`src/rtl/backoff_pkg.sv`:
```
package backoff_pkg;

    typedef enum logic [1:0] {
        PH_IDLE = 2'd0,
        PH_SLOT = 2'd1,
        PH_GAP  = 2'd2
    } phase_e;

endpackage

```
`src/rtl/backoff_lfsr.sv`:
```
module backoff_lfsr #(
    parameter int              LFSR_W = 16,
    parameter logic [15:0]     SEED   = 16'hACE1,
    parameter int              OUT_W  = 10
) (
    input  logic             clk,
    input  logic             rst_n,
    output logic [OUT_W-1:0] rand_o
);
    logic [LFSR_W-1:0] lfsr_d, lfsr_q;
    logic              feedback;

    // taps for x^16 + x^14 + x^13 + x^11 + 1
    always_comb begin
        feedback = lfsr_q[15] ^ lfsr_q[13] ^ lfsr_q[12] ^ lfsr_q[10];
        lfsr_d   = {lfsr_q[LFSR_W-2:0], feedback};
    end

    always_ff @(posedge clk) begin
        if (!rst_n) lfsr_q <= SEED;
        else        lfsr_q <= lfsr_d;
    end

    assign rand_o = lfsr_q[OUT_W-1:0];

    // a maximal-length register never falls into the all-zero lock state
    assert_lfsr_alive_R8: assert property (@(posedge clk) disable iff (!rst_n)
        lfsr_q != '0);

endmodule

```
`src/rtl/backoff_exp_sel.sv`:
```
module backoff_exp_sel #(
    parameter int ATT_W     = 5,
    parameter int MAX_EXP   = 10,
    parameter int MOD_FLOOR = 3,
    parameter int EXP_W     = 4
) (
    input  logic [ATT_W-1:0] attempt_i,
    input  logic             modified_i,
    output logic [EXP_W-1:0] exp_o
);
    logic [ATT_W-1:0] clamped;

    always_comb begin
        if (attempt_i > ATT_W'(MAX_EXP)) clamped = ATT_W'(MAX_EXP);
        else                             clamped = attempt_i;
        if (modified_i && (attempt_i < ATT_W'(MOD_FLOOR)))
            clamped = ATT_W'(MOD_FLOOR);
        exp_o = EXP_W'(clamped);
    end

endmodule

```
`src/rtl/backoff_range_mask.sv`:
```
module backoff_range_mask #(
    parameter int R_W   = 10,
    parameter int EXP_W = 4
) (
    input  logic [R_W-1:0]   rand_i,
    input  logic [EXP_W-1:0] exp_i,
    output logic [R_W-1:0]   r_o
);
    for (genvar i = 0; i < R_W; i++) begin : g_bit
        assign r_o[i] = rand_i[i] & (exp_i > EXP_W'(i));
    end

endmodule

```
`src/rtl/backoff_timer.sv`:
```
module backoff_timer
    import backoff_pkg::*;
#(
    parameter int SLOT_CYCLES = 512,
    parameter int IFG_CYCLES  = 96,
    parameter int R_W         = 10
) (
    input  logic           clk,
    input  logic           rst_n,
    input  logic           start_i,
    input  logic           disable_i,
    input  logic [R_W-1:0] r_i,
    output logic           busy_o,
    output logic           done_o,
    output logic [R_W-1:0] slots_o
);
    localparam int CNT_MAX = (SLOT_CYCLES > IFG_CYCLES) ? SLOT_CYCLES : IFG_CYCLES;
    localparam int CNT_W   = (CNT_MAX > 1) ? $clog2(CNT_MAX) : 1;
    localparam logic [CNT_W-1:0] SLOT_LAST = CNT_W'(SLOT_CYCLES - 1);
    localparam logic [CNT_W-1:0] GAP_LAST  = CNT_W'(IFG_CYCLES - 1);

    typedef struct packed {
        phase_e         phase;
        logic [R_W-1:0] left;
        logic [CNT_W-1:0] cnt;
        logic [R_W-1:0] slots;
        logic           done;
    } tstate_t;

    tstate_t st_d, st_q;
    logic [R_W-1:0] r_eff;

    always_comb begin
        st_d      = st_q;
        st_d.done = 1'b0;
        r_eff     = disable_i ? '0 : r_i;

        case (st_q.phase)
            PH_SLOT: begin
                if (st_q.cnt == '0) begin
                    if (st_q.left == R_W'(1)) begin
                        st_d.phase = PH_GAP;
                        st_d.cnt   = GAP_LAST;
                    end else begin
                        st_d.left = st_q.left - R_W'(1);
                        st_d.cnt  = SLOT_LAST;
                    end
                end else begin
                    st_d.cnt = st_q.cnt - CNT_W'(1);
                end
            end
            PH_GAP: begin
                if (st_q.cnt == '0) begin
                    st_d.phase = PH_IDLE;
                    st_d.done  = 1'b1;
                end else begin
                    st_d.cnt = st_q.cnt - CNT_W'(1);
                end
            end
            default: ;
        endcase

        if (start_i) begin
            st_d.slots = r_eff;
            st_d.left  = r_eff;
            st_d.done  = 1'b0;
            if (r_eff == '0) begin
                st_d.phase = PH_GAP;
                st_d.cnt   = GAP_LAST;
            end else begin
                st_d.phase = PH_SLOT;
                st_d.cnt   = SLOT_LAST;
            end
        end
    end

    always_ff @(posedge clk) begin
        if (!rst_n) begin
            st_q <= '{phase: PH_IDLE, left: '0, cnt: '0, slots: '0, done: 1'b0};
        end else begin
            st_q <= st_d;
        end
    end

    assign busy_o  = (st_q.phase != PH_IDLE);
    assign done_o  = st_q.done;
    assign slots_o = st_q.slots;

    // done lasts one cycle and never overlaps a running wait
    assert_done_single_R6: assert property (@(posedge clk) disable iff (!rst_n)
        done_o |=> !done_o);
    assert_done_idle_R6: assert property (@(posedge clk) disable iff (!rst_n)
        done_o |-> !busy_o);
    // a start always (re)opens a wait, even mid-wait
    assert_start_busy_R7: assert property (@(posedge clk) disable iff (!rst_n)
        start_i |=> (busy_o && !done_o));
    // disable forces a zero draw
    assert_disable_zero_R4: assert property (@(posedge clk) disable iff (!rst_n)
        (start_i && disable_i) |=> (slots_o == '0));
    // the drawn count is only replaced by a start
    assert_slots_hold_R9: assert property (@(posedge clk) disable iff (!rst_n)
        !start_i |=> $stable(slots_o));
    // the gap phase is never skipped on the way to done
    assert_gap_before_done_R5: assert property (@(posedge clk) disable iff (!rst_n)
        (st_q.phase == PH_SLOT && !start_i) |=> !done_o);

endmodule

```
`src/rtl/backoff_delay_gen.sv`:
```
module backoff_delay_gen #(
    parameter int          ATT_W       = 5,
    parameter int          MAX_EXP     = 10,
    parameter int          MOD_FLOOR   = 3,
    parameter int          SLOT_CYCLES = 512,
    parameter int          IFG_CYCLES  = 96,
    parameter int          LFSR_W      = 16,
    parameter logic [15:0] LFSR_SEED   = 16'hACE1
) (
    input  logic               clk,
    input  logic               rst_n,
    input  logic               start_i,
    input  logic [ATT_W-1:0]   attempt_i,
    input  logic               modified_i,
    input  logic               disable_i,
    output logic               busy_o,
    output logic               done_o,
    output logic [MAX_EXP-1:0] slots_o
);
    localparam int R_W   = MAX_EXP;
    localparam int EXP_W = $clog2(MAX_EXP + 1);

    logic [R_W-1:0]   rand_w;
    logic [EXP_W-1:0] exp_w;
    logic [R_W-1:0]   r_w;

    backoff_lfsr #(
        .LFSR_W (LFSR_W),
        .SEED   (LFSR_SEED),
        .OUT_W  (R_W)
    ) u_lfsr (
        .clk    (clk),
        .rst_n  (rst_n),
        .rand_o (rand_w)
    );

    backoff_exp_sel #(
        .ATT_W     (ATT_W),
        .MAX_EXP   (MAX_EXP),
        .MOD_FLOOR (MOD_FLOOR),
        .EXP_W     (EXP_W)
    ) u_exp (
        .attempt_i  (attempt_i),
        .modified_i (modified_i),
        .exp_o      (exp_w)
    );

    backoff_range_mask #(
        .R_W   (R_W),
        .EXP_W (EXP_W)
    ) u_mask (
        .rand_i (rand_w),
        .exp_i  (exp_w),
        .r_o    (r_w)
    );

    backoff_timer #(
        .SLOT_CYCLES (SLOT_CYCLES),
        .IFG_CYCLES  (IFG_CYCLES),
        .R_W         (R_W)
    ) u_timer (
        .clk       (clk),
        .rst_n     (rst_n),
        .start_i   (start_i),
        .disable_i (disable_i),
        .r_i       (r_w),
        .busy_o    (busy_o),
        .done_o    (done_o),
        .slots_o   (slots_o)
    );

    // standard rule follows the attempt number up to the cap
    assert_std_exp_R2: assert property (@(posedge clk) disable iff (!rst_n)
        (!modified_i && attempt_i <= ATT_W'(MAX_EXP)) |-> (exp_w == EXP_W'(attempt_i)));
    // modified rule floors the exponent for early retries
    assert_mod_floor_R3: assert property (@(posedge clk) disable iff (!rst_n)
        (modified_i && attempt_i < ATT_W'(MOD_FLOOR)) |-> (exp_w == EXP_W'(MOD_FLOOR)));
    // exponent never exceeds the cap
    assert_exp_cap_R2: assert property (@(posedge clk) disable iff (!rst_n)
        exp_w <= EXP_W'(MAX_EXP));
    // the drawn count fits in k bits
    assert_draw_range_R2: assert property (@(posedge clk) disable iff (!rst_n)
        start_i |=> ((slots_o >> $past(exp_w)) == '0));

endmodule

```
`config.mk`:
```
export PLATFORM = sky130hd
export DESIGN_NAME = backoff_delay_gen
export DESIGN_NICKNAME = d
export VERILOG_FILES = /design/src/rtl/backoff_pkg.sv /design/src/rtl/backoff_lfsr.sv /design/src/rtl/backoff_exp_sel.sv /design/src/rtl/backoff_range_mask.sv /design/src/rtl/backoff_timer.sv /design/src/rtl/backoff_delay_gen.sv
export SDC_FILE = /design/constraint.sdc
export NUM_CORES = 1
export LEC_CHECK = 0
export BUFFER_PORTS_ARGS = -buffer_cell sky130_fd_sc_hd__buf_2
export CAP_MARGIN = 10
export CORE_ASPECT_RATIO = 0.6
export CORE_MARGIN = 2
export CORE_UTILIZATION = 26
export CTS_BUF_LIST = sky130_fd_sc_hd__clkbuf_4
export DETAILED_ROUTE_END_ITERATION = 12
export GPL_TIMING_DRIVEN = 0
export SLEW_MARGIN = 20
export SYNTH_ARGS = -nofsm -noshare
export SYNTH_HDL_FRONTEND = slang
export SYNTH_SLANG_ARGS = --single-unit
```
`constraint.sdc`:
```
create_clock -name clk -period 4.1 [get_ports clk]
set_clock_uncertainty 0.05 [all_clocks]
set_input_delay 0 -clock clk [delete_from_list [all_inputs] [get_ports clk]]
set_output_delay 0 -clock clk [all_outputs]
set_load 0.02 [all_outputs]
```
Yosys cells after proc, flatten, opt, wreduce, memory -nomap -nowiden

Index checks and enable logic that the tools add are counted.

Flip-flop bits (word level): 48
Word-level logic and storage cells: 72

Add/sub/neg operators: 2
Order comparisons: 12
Equal/unequal tests: 8
Multiplexer cells: 18
Bitwise gates (word level): 15
Reduce and logical (&&, ||, !) cells: 11

Operators with widths:

| cell                                                                            | number |
|---|---|
| 9-bit two-way mux                                                               | 4 |
| 32-bit two-way mux                                                              | 1 |
| 10-bit two-way mux                                                              | 3 |
| 9-bit case mux with 2 select lines                                              | 1 |
| 4-bit by 3-bit greater-than comparator with 1-bit output, second input constant | 4 |
| 12-bit two-way mux                                                              | 1 |
| 1-bit bitwise AND                                                               | 10 |
| 10-bit by 1-bit equality test with 1-bit output, second input constant          | 1 |
| 10-bit zero test                                                                | 1 |
| 10-bit by 1-bit subtractor with 10-bit output, second input constant            | 1 |
| 9-bit zero test                                                                 | 1 |
| 3-bit by 2-bit inequality test with 1-bit output, second input constant         | 3 |
| 9-bit by 1-bit subtractor with 9-bit output, second input constant              | 1 |
| 4-bit by 1-bit greater-than comparator with 1-bit output, second input constant | 2 |
| 4-bit by 2-bit greater-than comparator with 1-bit output, second input constant | 2 |
| 4-bit greater-than comparator, second input constant                            | 2 |
| 4-bit two-way mux                                                               | 2 |
| 2-bit two-way mux                                                               | 3 |
| 2-bit nonzero test                                                              | 3 |
| 5-bit by 4-bit greater-than comparator with 1-bit output, second input constant | 1 |
| 5-bit by 2-bit less-than comparator with 1-bit output, second input constant    | 1 |
| 2-bit case mux with 2 select lines                                              | 1 |
| 4-bit AND reduction                                                             | 1 |
| 3-bit inequality test, second input constant                                    | 1 |
| other kinds (11)                                                                | 15 |

Longest topological paths before layout

Word-level depth: 9
Mapped depth: 9

By module

From an unflattened synthesis, not the netlist that was laid out.

Cell total of the unflattened synthesis: 305
Area, all modules: 2663.8 um2

By module, submodules not included:

| module             | times used | cells an instance | area an instance (um2) | seq. area each (um2) |
|---|---|---|---|---|
| backoff_timer      | 1          | 230               | 1921.8                 | 640.6 |
| backoff_lfsr       | 1          | 46                | 533.0                  | 320.3 |
| backoff_range_mask | 1          | 18                | 128.9                  | 0.0 |
| backoff_exp_sel    | 1          | 11                | 80.1                   | 0.0 |

Worst setup path before layout

No wires, ideal clock.

Kind: reg2reg
Start point: register u_timer.st_q[11] in the netlist's numbering
End point: register u_timer.st_q[19] in the netlist's numbering
Arrival time: 1.865 ns
Required time: 3.934 ns
Path slack: 2.068 ns
Cell stages (with the launch flop): 9
Buffers on the path: 1
Clock period less this slack: 2.032 ns
Cell sequence: dfxtp_1 -> clkbuf_1 -> inv_1 -> ha_1 -> nor4b_4 -> nand2b_1 -> o31a_1 -> or4_1 -> o211a_1

Word-level cells in the longest chain between the ends: 4
Elaborated cells on any way between the ends: 8
Those cells by class: 1 x add/sub; 1 x eq/ne; 4 x mux; 2 x reduce/logical

Ends and longest elaborated chain:

| item                                                                                  | line                                     | RTL |
|---|---|---|
| from (decl)                                                                           | backoff_timer.sv:30                      | `tstate_t st_d, st_q;` |
| from (signal assigned)                                                                | backoff_timer.sv:79                      | `st_q <= '{phase: PH_IDLE, left: '0, cnt: '0, slots: '0, done: 1'b0};` |
| from (signal assigned)                                                                | backoff_timer.sv:81                      | `st_q <= st_d;` |
| 9-bit by 1-bit subtractor with 9-bit output / 9-bit zero test (equally long branches) | -                                        |  |
| 9-bit two-way mux, on equally long branches                                           | backoff_timer.sv:53, backoff_timer.sv:40 |  |
| 9-bit case mux with 2 select lines                                                    | backoff_timer.sv:38                      | `case (st_q.phase)` |
| 32-bit two-way mux                                                                    | backoff_timer.sv:63                      | `if (start_i) begin` |

Several ways; a longest one is shown, not always the timed one. The select of a mux whose other input is x is not followed.
A chain may end at the register's enable or synchronous reset.

Worst setup path after layout

Start point: register u_timer.st_q[11] in the netlist's numbering
End point: register u_timer.st_q[23] in the netlist's numbering

Word-level cells in the longest chain between the ends: 3

Ends and longest elaborated chain:

| item                          | line                | RTL |
|---|---|---|
| 9-bit zero test               | backoff_timer.sv:40 | `if (st_q.cnt == '0) begin` |
| 2-bit nonzero test (no line)  | -                   |  |
| 3-bit AND reduction (no line) | -                   |  |

No other way between the ends.

==> impl_metrics.yaml <==
synth:
  synth_edf_count: 0
  syn_nets: 293
  ys.flop_type: "dfxtp_1"
  synth.distinct_cells: 56
  synth_common_cells: "48 x dfxtp_1, 25 x a21oi_1, 18 x nor2_1"
  yosysWarnings: 0
  synth_top_area_frac: 0.4000
  ys_ff_latch: 48
  ys_seq_area_frac: 0.4000
  async_reset_ff_frac: 0
  yosysTopAreaCell: "dfxtp_1"
  synth_area_leaders: "dfxtp_1 40%, a21oi_1 5.2%, o21ai_0 3.5%"
  syn_area_um2: 2402
  avgSynthCellArea_um2: 8.580
  synth_cells: 280
  synth.most_common_cell: "dfxtp_1"
power_and_ir_drop:
  pwr-share-comb: 0.196
  peakVddDrop_mv: 0.1150
  p_per_area_nw_per_um2: 347.1
  sw_frac_of_total: 0.3170
  clkPwrFrac: 0.245
  total_switching_power_w: 0.0002975
  p_leak_nw: 1.039
  seqPwrFrac: 0.559
  intPower_w: 0.0006411
  finalPower_w: 0.0009386
place:
  portBuffers: 19
  place_congestion: 0.8795
  hpwlAfterDp_um: 4752
  placed_area_um2: 2643
  dp_slack_ns: 1.652
drt:
  wirelength_um: 6273
  drtIter0Drc: 188
  dr.pass1.iters: 4
  drc: 0
  wl_met2_um: 2300
  vias: 2088
  via_per_inst: 4.936
  top_layer_used: "met4"
  dr_wl_met3_um: 464
  ant_nets: 0
  wl_per_cell_um: 14.83
  met1_length_um: 3467
sta:
  fin_tns_setup_ns: 0
  hold_viol: 0
  fmax_ghz: 0.4028
  fin_crit_ns: 2.483
  rsz0062_at_grt: "false"
  setup_viol: 0
  post-route-period-util: 0.6055
  report.final.slew_viol_count: 0
  worst_slack_ns: 1.617
  slew_headroom: 0.4557
  worst_pin_slew_ns: 0.8051
cells_and_area:
  nNetsFinal: 319
  drive_above_1_share: 0.1661
  n_antenna_cell: 0
  area_delta_synth_final_pct: 12.55
  stdcell_area_um2: 2704
die:
  core_region_area_um2: 9087
  rows: 27
  start_util: 0.2644
  dieArea_um2: 10050
  ioPinCount: 22
  die_x_um: 128.1
  die_h_um: 78.46
critical_path:
  cp.arrival_ns: 2.72
  path_cells: "clkbuf_1 > inv_1 > ha_1 > nor4b_4 > nand2_2 > nor3_1 > a21boi_0 > o211a_1"
  crit_path_start_kind: "flip-flop"
  crit_fanout: 9
  critPathTopFamily: "simple AND/OR/NAND/NOR gates"
  cp_slowest_cell: "nor3_1"
  worst-path-buf-inv: 2
  ff2ff_setup_slack_ns: 1.62
  critPathCaptureType: "flip-flop"
  crit_type: "flip-flop to flip-flop"
  cp_data_required_time_ns: 4.34
  slowest_delay_ns: 0.51
clocking:
  htree_num_levels: 2
  cts.sinks: 48
  clockBufferDepth: 2
  ctsResizeCount: 0
  clk-insertion-delay-late_ns: 0.37
  root_buffer: "clkbuf_4"
  clk_pin_slew_ns: 0.16
  cts_hold_buf: 0
  cts_buffers: 5
  cts_tree: "done"
  post_cts_buffers: 0
grt:
  grt_overflow_total: 0
  grt_max_degree: 17
  grtUsageTotal: 0.1310
  antenna_found_initial: 0
  grt_pass1_vias: 1874
  grt_pass1_wl_um: 10240
min_path:
  hold_class: "input pin to flip-flop"
flow_run:
  drv_cap: 0
outcome:
  status: "completed"
[worst min-delay path, cell delays in order]
cell and delay, ns:
buf_2 0.11, inv_1 0.08, nor2_1 0.12, o2bb2ai_1 0.14
[placed cells by master, fill, tap and decap left out, types with 4 or more instances in the layout]
cell,n
dfxtp_1,48
a21oi_1,25
buf_2,21
nor2_1,18
o21ai_0,17
nand2_1,15
clkbuf_1,13
nor3_1,12
nand2b_1,11
and2_1,10
buf_4,10
nand3_1,9
inv_1,7
xnor2_1,7
o31a_1,6
nor4b_1,5
clkbuf_4,5
nor2b_1,4
o211ai_1,4
nor4_1,4
xor2_1,4
[cell families (layout without fill, tap and decap cells)]
family                   after synthesis  after routing  share of synthesized area
AO/OA/AOI/OAI                         77             77                     0.2083
multiplexers                           2              2                   0.008334
adder cells (fa/ha/maj)                3              3                    0.01563
buffers and inverters                 33             60                    0.07136
AND/OR/NAND/NOR                      106            106                     0.2562
flip-flops                            48             48                     0.4000
XOR/XNOR                              11             11                    0.04010
[cell type report]
cell class | instances | area [µm²]
Fill cell | 987 | 6384
Multi-Input combinational cell | 199 | 1270
Sequential cell | 48 | 960.9
Buffer | 26 | 145.1
Tap cell | 116 | 145.1
Timing Repair Buffer | 19 | 95.09
Clock buffer | 5 | 37.54
Inverter | 7 | 26.28
Clock inverter | 3 | 23.77
[registers in the layout (all words and copies together), names as in the netlist]
name	cells
u_timer.slots_o	10
u_lfsr.lfsr_q	16
u_timer.done_o	1
u_timer.st_q	21
[routing by layer]
layer | up-vias | track usage
li1 | 1043 | -
met1 | 994 | 0.2210
met2 | 49 | 0.1567
met3 | 2 | 0.02863
met4 | 0 | 0.02967
met5 | - | 0
[final timing paths]
path,startpoint,endpoint,depth (start not counted)
max,u_timer.st_q[11],u_timer.st_q[23],8
min,rst_n,u_timer.st_q[21],4
max reg2reg,u_timer.st_q[11],u_timer.st_q[23],8
min reg2reg,u_lfsr.lfsr_q[14],u_lfsr.lfsr_q[15],1
[power by group through the flow]
stage	sequential, W	clock, W	combinational, W
global placement	0.000534	0	0.000178
finish	0.000525	0.000230	0.000184
detailed placement	0.000534	0	0.000182
floorplan	0.000528	0	0.000135
CTS	0.000524	0.000242	0.000183
global route	0.000530	0.000264	0.000205
[metrics by stage]
stage | hold WS (ns) | utilization | instances
global route | 0.08135 | 0.2975 | 423
CTS | 0.04722 | 0.2975 | 423
detailed placement | 0.3684 | 0.2908 | 415
finish | 0.06490 | 0.2975 | 423
floorplan | 0.1799 | - | 280
global placement | 0.3439 | 0.2908 | 415
Power figures use the tool's default switching activity.
